<file path="src/rtl/rfb_pkg.sv">
package rfb_pkg;
  localparam int unsigned BYTE_W = 8;
  typedef logic [BYTE_W-1:0] byte_t;

  typedef enum logic {
    DIR_TX = 1'b0,
    DIR_RX = 1'b1
  } dir_e;

  // positions inside the status byte
  localparam int unsigned ST_OVF  = 4;
  localparam int unsigned ST_LOW  = 5;
  localparam int unsigned ST_HIGH = 6;
endpackage

</file>
<file path="src/rtl/rfb_fifo.sv">
module rfb_fifo #(
  parameter int unsigned DEPTH = 12,
  localparam int unsigned PTR_W = (DEPTH > 1) ? $clog2(DEPTH) : 1,
  localparam int unsigned OCC_W = $clog2(DEPTH + 1)
) (
  input  logic                 clk,
  input  logic                 rst_n,
  input  logic                 clr,
  input  logic                 push,
  input  rfb_pkg::byte_t       push_data,
  input  logic                 pop,
  output rfb_pkg::byte_t       pop_data,
  output logic [OCC_W-1:0]     occ,
  output logic                 full,
  output logic                 empty
);
  rfb_pkg::byte_t   mem [DEPTH];
  logic [PTR_W-1:0] wr_ptr, rd_ptr;

  function automatic logic [PTR_W-1:0] step(input logic [PTR_W-1:0] p);
    return (p == PTR_W'(DEPTH - 1)) ? '0 : p + 1'b1;
  endfunction

  always_ff @(posedge clk) begin
    if (push) mem[wr_ptr] <= push_data;
  end

  always_ff @(posedge clk or negedge rst_n) begin
    if (!rst_n) begin
      wr_ptr <= '0;
      rd_ptr <= '0;
      occ    <= '0;
    end else if (clr) begin
      wr_ptr <= '0;
      rd_ptr <= '0;
      occ    <= '0;
    end else begin
      if (push) wr_ptr <= step(wr_ptr);
      if (pop)  rd_ptr <= step(rd_ptr);
      case ({push, pop})
        2'b10:   occ <= occ + 1'b1;
        2'b01:   occ <= occ - 1'b1;
        default: occ <= occ;
      endcase
    end
  end

  assign pop_data = mem[rd_ptr];
  assign full     = (occ == OCC_W'(DEPTH));
  assign empty    = (occ == '0);
endmodule

</file>
<file path="src/rtl/rfb_len_track.sv">
module rfb_len_track #(
  parameter int unsigned LEN_W = 12,
  parameter int unsigned BB_W  = 4,
  localparam int unsigned CNT_W = LEN_W + 1
) (
  input  logic             clk,
  input  logic             rst_n,
  input  logic             clr,
  input  logic             arm,
  input  logic [LEN_W-1:0] len_bytes,
  input  logic [BB_W-1:0]  len_bits,
  input  logic             start_wr,
  input  logic             beat,
  output logic             active,
  output logic             last,
  output logic [BB_W-1:0]  nbits,
  output logic             eof
);
  logic             armed_q;
  logic [CNT_W-1:0] total_q, sent_q;
  logic [BB_W-1:0]  bits_q;
  logic [CNT_W-1:0] total_d;

  // a nonzero partial-bit count adds one trailing byte
  assign total_d = CNT_W'(len_bytes) + CNT_W'(len_bits != '0);

  always_ff @(posedge clk or negedge rst_n) begin
    if (!rst_n) begin
      armed_q <= 1'b0;
      active  <= 1'b0;
      eof     <= 1'b0;
      sent_q  <= '0;
      total_q <= '0;
      bits_q  <= '0;
    end else if (clr) begin
      armed_q <= 1'b0;
      active  <= 1'b0;
      eof     <= 1'b0;
      sent_q  <= '0;
      total_q <= '0;
      bits_q  <= '0;
    end else begin
      eof <= 1'b0;
      if (arm) begin
        armed_q <= 1'b1;
        active  <= 1'b0;
        sent_q  <= '0;
        total_q <= total_d;
        bits_q  <= len_bits;
      end else if (armed_q && start_wr) begin
        armed_q <= 1'b0;
        if (total_q == '0) eof    <= 1'b1;
        else               active <= 1'b1;
      end else if (active && beat) begin
        sent_q <= sent_q + 1'b1;
        if (last) begin
          active <= 1'b0;
          eof    <= 1'b1;
        end
      end
    end
  end

  assign last  = active && (sent_q == total_q - CNT_W'(1));
  assign nbits = (bits_q == '0) ? BB_W'(8) : bits_q;
endmodule

</file>
<file path="src/rtl/rfb_flags.sv">
module rfb_flags #(
  parameter int unsigned OCC_W     = 4,
  parameter int unsigned LOW_MARK  = 3,
  parameter int unsigned HIGH_MARK = 9
) (
  input  logic             clk,
  input  logic             rst_n,
  input  logic             clr,
  input  logic             dir_rx,
  input  logic             active,
  input  logic [OCC_W-1:0] occ,
  input  logic             ovf_set,
  input  logic             stat_rd,
  output logic [7:0]       status,
  output logic             irq
);
  logic ovf_q, low_lvl, high_lvl, want_irq;

  assign low_lvl  = active && (occ <= OCC_W'(LOW_MARK));
  assign high_lvl = dir_rx && (occ >= OCC_W'(HIGH_MARK));
  assign want_irq = (active && (occ < OCC_W'(LOW_MARK))) ||
                    (dir_rx && (occ > OCC_W'(HIGH_MARK)));

  always_ff @(posedge clk or negedge rst_n) begin
    if (!rst_n) begin
      ovf_q <= 1'b0;
      irq   <= 1'b0;
    end else if (clr) begin
      ovf_q <= 1'b0;
      irq   <= 1'b0;
    end else begin
      irq <= want_irq;
      if (ovf_set)      ovf_q <= 1'b1;
      else if (stat_rd) ovf_q <= 1'b0;
    end
  end

  always_comb begin
    status                   = '0;
    status[rfb_pkg::ST_OVF]  = ovf_q;
    status[rfb_pkg::ST_LOW]  = low_lvl;
    status[rfb_pkg::ST_HIGH] = high_lvl;
  end
endmodule

</file>
<file path="src/rtl/rfb_frame_buf.sv">
module rfb_frame_buf #(
  parameter int unsigned DEPTH     = 12,
  parameter int unsigned LEN_W     = 12,
  parameter int unsigned BB_W      = 4,
  parameter int unsigned LOW_MARK  = 3,
  parameter int unsigned HIGH_MARK = 9
) (
  input  logic             clk,
  input  logic             rst_n,
  input  logic             dir_rx,
  input  logic             arm,
  input  logic             fifo_reset,
  input  logic [LEN_W-1:0] tx_len_bytes,
  input  logic [BB_W-1:0]  tx_len_bits,
  input  logic [7:0]       host_wdata,
  input  logic             host_wvalid,
  output logic             host_wready,
  output logic [7:0]       host_rdata,
  output logic             host_rvalid,
  input  logic             host_rready,
  output logic [7:0]       fr_tx_data,
  output logic             fr_tx_valid,
  input  logic             fr_tx_ready,
  output logic             fr_tx_last,
  output logic [BB_W-1:0]  fr_tx_nbits,
  input  logic [7:0]       fr_rx_data,
  input  logic             fr_rx_valid,
  output logic             fr_rx_ready,
  output logic             tx_active,
  output logic             eof,
  output logic             irq,
  input  logic             status_rd,
  output logic [7:0]       status_byte
);
  import rfb_pkg::*;
  localparam int unsigned OCC_W = $clog2(DEPTH + 1);

  dir_e             dir;
  logic             push, pop, full, empty, host_wr, beat;
  byte_t            push_data, pop_data;
  logic [OCC_W-1:0] occ;

  assign dir         = dir_e'(dir_rx);
  assign host_wready = (dir == DIR_TX);
  assign host_wr     = host_wvalid && host_wready;
  assign fr_rx_ready = (dir == DIR_RX) && !full;
  assign host_rvalid = (dir == DIR_RX) && !empty;
  assign fr_tx_valid = (dir == DIR_TX) && tx_active && !empty;
  assign beat        = fr_tx_valid && fr_tx_ready;

  assign push      = (dir == DIR_RX) ? (fr_rx_valid && fr_rx_ready) : (host_wr && !full);
  assign push_data = (dir == DIR_RX) ? fr_rx_data : host_wdata;
  assign pop       = (host_rvalid && host_rready) || beat;

  assign host_rdata = pop_data;
  assign fr_tx_data = pop_data;

  rfb_fifo #(.DEPTH(DEPTH)) fifo_i (
    .clk       (clk),
    .rst_n     (rst_n),
    .clr       (fifo_reset),
    .push      (push),
    .push_data (push_data),
    .pop       (pop),
    .pop_data  (pop_data),
    .occ       (occ),
    .full      (full),
    .empty     (empty)
  );

  rfb_len_track #(.LEN_W(LEN_W), .BB_W(BB_W)) len_i (
    .clk       (clk),
    .rst_n     (rst_n),
    .clr       (fifo_reset),
    .arm       (arm),
    .len_bytes (tx_len_bytes),
    .len_bits  (tx_len_bits),
    .start_wr  (host_wr && !full),
    .beat      (beat),
    .active    (tx_active),
    .last      (fr_tx_last),
    .nbits     (fr_tx_nbits),
    .eof       (eof)
  );

  rfb_flags #(.OCC_W(OCC_W), .LOW_MARK(LOW_MARK), .HIGH_MARK(HIGH_MARK)) flags_i (
    .clk     (clk),
    .rst_n   (rst_n),
    .clr     (fifo_reset),
    .dir_rx  (dir_rx),
    .active  (tx_active),
    .occ     (occ),
    .ovf_set (host_wr && full),
    .stat_rd (status_rd),
    .status  (status_byte),
    .irq     (irq)
  );
endmodule

</file>
<file path="config.mk">
export PLATFORM = sky130hd
export DESIGN_NAME = rfb_frame_buf
export DESIGN_NICKNAME = d
export VERILOG_FILES = /design/src/rtl/rfb_pkg.sv /design/src/rtl/rfb_fifo.sv /design/src/rtl/rfb_len_track.sv /design/src/rtl/rfb_flags.sv /design/src/rtl/rfb_frame_buf.sv
export SDC_FILE = /design/constraint.sdc
export NUM_CORES = 1
export LEC_CHECK = 0
export BUFFER_PORTS_ARGS = -buffer_cell sky130_fd_sc_hd__buf_2
export CAP_MARGIN = 10
export CORE_ASPECT_RATIO = 0.5
export CORE_UTILIZATION = 25
export DETAILED_ROUTE_END_ITERATION = 12
export PLACE_DENSITY = 0.54
export SLEW_MARGIN = 20
export SYNTH_ARGS = -nofsm -noshare
export SYNTH_HDL_FRONTEND = slang
export SYNTH_HIERARCHICAL = 1
export SYNTH_SLANG_ARGS = --single-unit
</file>
<file path="constraint.sdc">
create_clock -name clk -period 2.46 [get_ports clk]
set_input_delay 0.492 -clock clk [delete_from_list [all_inputs] [get_ports clk]]
set_output_delay 0.492 -clock clk [all_outputs]
set_load 0.03 [all_outputs]
</file>
==> impl_metrics.csv <==
group,metric,value,unit
yosys,synth_flop_cell,"edfxtp_1",
drt,drt_iter0_markers,326,
yosys,syn_area,7300,um2
yosys,synth_edf_count,96,
die,die_w,244,um
timing,fin_crit_sh,1.22,
cells_and_area,areaGrowthSynthToFinish,31.3,%
drt,first_pass_iters,6,
cells_and_area,diodes,0,
yosys,ys_types,72,
cells_and_area,n_fill_cell,2801,
cells_and_area,design_area,9590,um2
die,start_util,0.259,
worst_setup_path,cp-start-kind,"flop",
grt,globalRouteOverflowTotal,0,
drt,drc,0,
worst_setup_path,crit_arrival,2510,ps
run_status,violations,"negative setup slack",
timing,rsz0062_at_grt,"yes",
grt,antenna_found_initial,0,
die,coreArea,28200,um2
timing,fin_skew,12.1,ps
run,maxCapViolations,0,
yosys,yosysTopAreaCellShare,0.395,
cts,clkTransAtPathRegs,70,ps
drt,wl_per_cell,15.5,um
cts,cts-root-buf,"clkbuf_16",
cells_and_area,final_util,0.340,
die,die_area,29900,um2
pwr,p_leak,0.00369,uW
yosys,synth_most_common_cell,"edfxtp_1",
placed_design,post-dp-hpwl,12.1,mm
cts,cts_hold_buffers,0,
yosys,synth-seq-cells,143,
worst_setup_path,cp.required,1970,ps
yosys,synth_async_sr_flop_share,0.329,
grt,grt_start_max_net_pins,38,
drt,vias,4949,
worst_setup_path,path_class,"flop to output port",
grt,grt_pass1_wl,27.0,mm
timing,finalHoldViolCount,0,
cts,clockBufferDepth,2,
timing,worst_pin_slew,850,ps
cts,cts_num_sinks,143,
pwr,finalPower,6510,uW
cts,clock_latency,430,ps
placed_design,io_buffers,72,
yosys,synthCells,582,
placed_design,place_area,8460,um2
run_status,status,"finished with violations",
yosys,yosys-top-cells-area,"edfxtp_1 39%, dfrtp_1 16%, mux2i_1 3.6%",
drt,detail-route-antenna-nets,0,
timing,slew_headroom,0.433,
cts,cts_buffers,17,
die,ioPinCount,78,
placed_design,gp_congestion,0.755,
pwr,irDropWorstVdd,0.000506,V
cts,htree_levels,4,
grt,grt_pass1_vias,4787,
die,die_h,123,um
yosys,yosysTopAreaCell,"edfxtp_1",
timing,finalMaxSlewViolations,0,
timing,min_period,3000,ps
pwr,powerDensity,678,nW/um2
timing,fmax,0.334,GHz
timing,worst_slack,-537,ps
grt,track_usage,0.119,
cells_and_area,drive_above_1_share,0.394,
placed_design,preCtsSetupSlack,-182,ps
drt,viasPerCell,4.46,
worst_setup_path,endpoint_kind,"output port",
min_path,hold_path_class,"input pin to async pin",
die,rows,43,
drt,wl,17.2,mm
cts,cts_tree,"built",
cells_and_area,fin_nets,768,
yosys,ys_seq_area_frac,0.556,
yosys,ys_warn_count,6,
worst_setup_path,critPathMaxFanout,3,
yosys,ys_top_cells_by_count,"96 x edfxtp_1, 58 x nor2_1, 47 x dfrtp_1",
timing,setup_viol,13,
yosys,syn_area_per_cell,12.6,um2
## registers in the layout, summed over array words and instances (netlist names)
register / cells
len_i/total_q: 13
len_i/sent_q: 13
len_i/eof: 1
len_i/bits_q: 4
flags_i/irq: 1
len_i/armed_q: 1
flags_i/ovf_q: 1
fifo_i/wr_ptr: 4
fifo_i/mem: 96
fifo_i/rd_ptr: 4
len_i/active: 1
fifo_i/occ: 4
## area by class of cell
cell class / instances / area [um2] / area share
inverter: 13 / 48.8 / 0.00509
tap: 382 / 478 / 0.0498
clock buffer: 17 / 425 / 0.0443
timing repair buffer: 161 / 1230 / 0.129
multi-input combinational: 379 / 3170 / 0.331
clock inverter: 15 / 170 / 0.0177
sequential: 143 / 4060 / 0.424
## power breakdown
group          total, uW  switching [uW]  leakage (uW)  internal [uW]
Combinational       1180             626       0.00191            550
Sequential          2690            43.9       0.00150           2650
Clock               2640            1110      0.000287           1520
## routing by layer
layer / GRT usage / routed length, um / vias to the layer above / part of all wire
li1: - / - / 2412 / -
met1: 0.148 / 8030 / 2453 / 0.47
met2: 0.209 / 8510 / 67 / 0.50
met3: 0.0278 / 440 / 17 / 0.026
met4: 0.0344 / 180 / 0 / 0.010
met5: 0 / 0 / - / 0
## logic make-up (layout without fill, tap and decap cells)
family                   after synthesis  in the layout  synth area share
AND/OR/NAND/NOR                      177            177             0.130
flip-flops                           143            143             0.556
AO/OA/AOI/OAI                         92             92            0.0968
buffers and inverters                 64            206            0.0516
multiplexers                          60             60             0.106
XOR/XNOR                              34             34            0.0408
adder cells (fa/ha/maj)               11             11            0.0188
other                                  1              5          0.000513
## final timing paths
kind | start | cells past startpoint | to | slack (ps)
max in group asynchronous | rst_n | 2 | len_i/sent_q[3] | 1650
max | len_i/total_q[8] | 7 | fr_tx_last | -540
min reg2reg | flags_i/ovf_q | 2 | flags_i/ovf_q | 520
min in group clk | tx_len_bits[2] | 3 | len_i/bits_q[2] | 330
max reg2reg | fifo_i/occ[1] | 9 | fifo_i/occ[3] | 130
min | rst_n | 1 | len_i/sent_q[6] | 170
## placed cells by master (no fill, tap or decap), types with 10 or more instances in the layout
cell type	synthesis	routed
a22o_1	10	10
mux2i_1	26	26
edfxtp_1	96	96
mux2_2	19	13
nand3_1	13	13
nor3_1	14	12
o21ai_0	12	12
ha_1	11	10
inv_1	12	11
mux2_4	7	13
nand2_1	32	24
clkbuf_16	0	17
buf_2	4	55
nor2_1	58	57
buf_6	6	33
dfrtp_1	47	43
buf_4	20	69
xnor2_1	18	18
a21oi_1	13	13
xor2_1	16	16
## stage by stage
step           std cells  TNS, ps  hold slack, ps
2_1_floorplan        586    -87.0             196
3_3_place_gp        1065     -224             500
3_5_place_dp        1065     -302             499
4_1_cts             1104    -1600             198
5_1_grt             1110    -2280             235
6_report            1110     -920             168
## what timing repair did
item,4_1_cts,5_1_grt
setup endpoints to repair,18,24
gates cloned,1,0
buffers inserted,8,9
gates resized for setup,84,24
pin swaps,7,16
## critical path: stages, from the launching register on
cell and delay, ps:
dfrtp_1 370, or4_4 560, buf_6 140, o41ai_4 220, xor2_1 200, a22oi_2 110, nor4_4 310, buf_6 180
(Power assumes the default switching activity.)
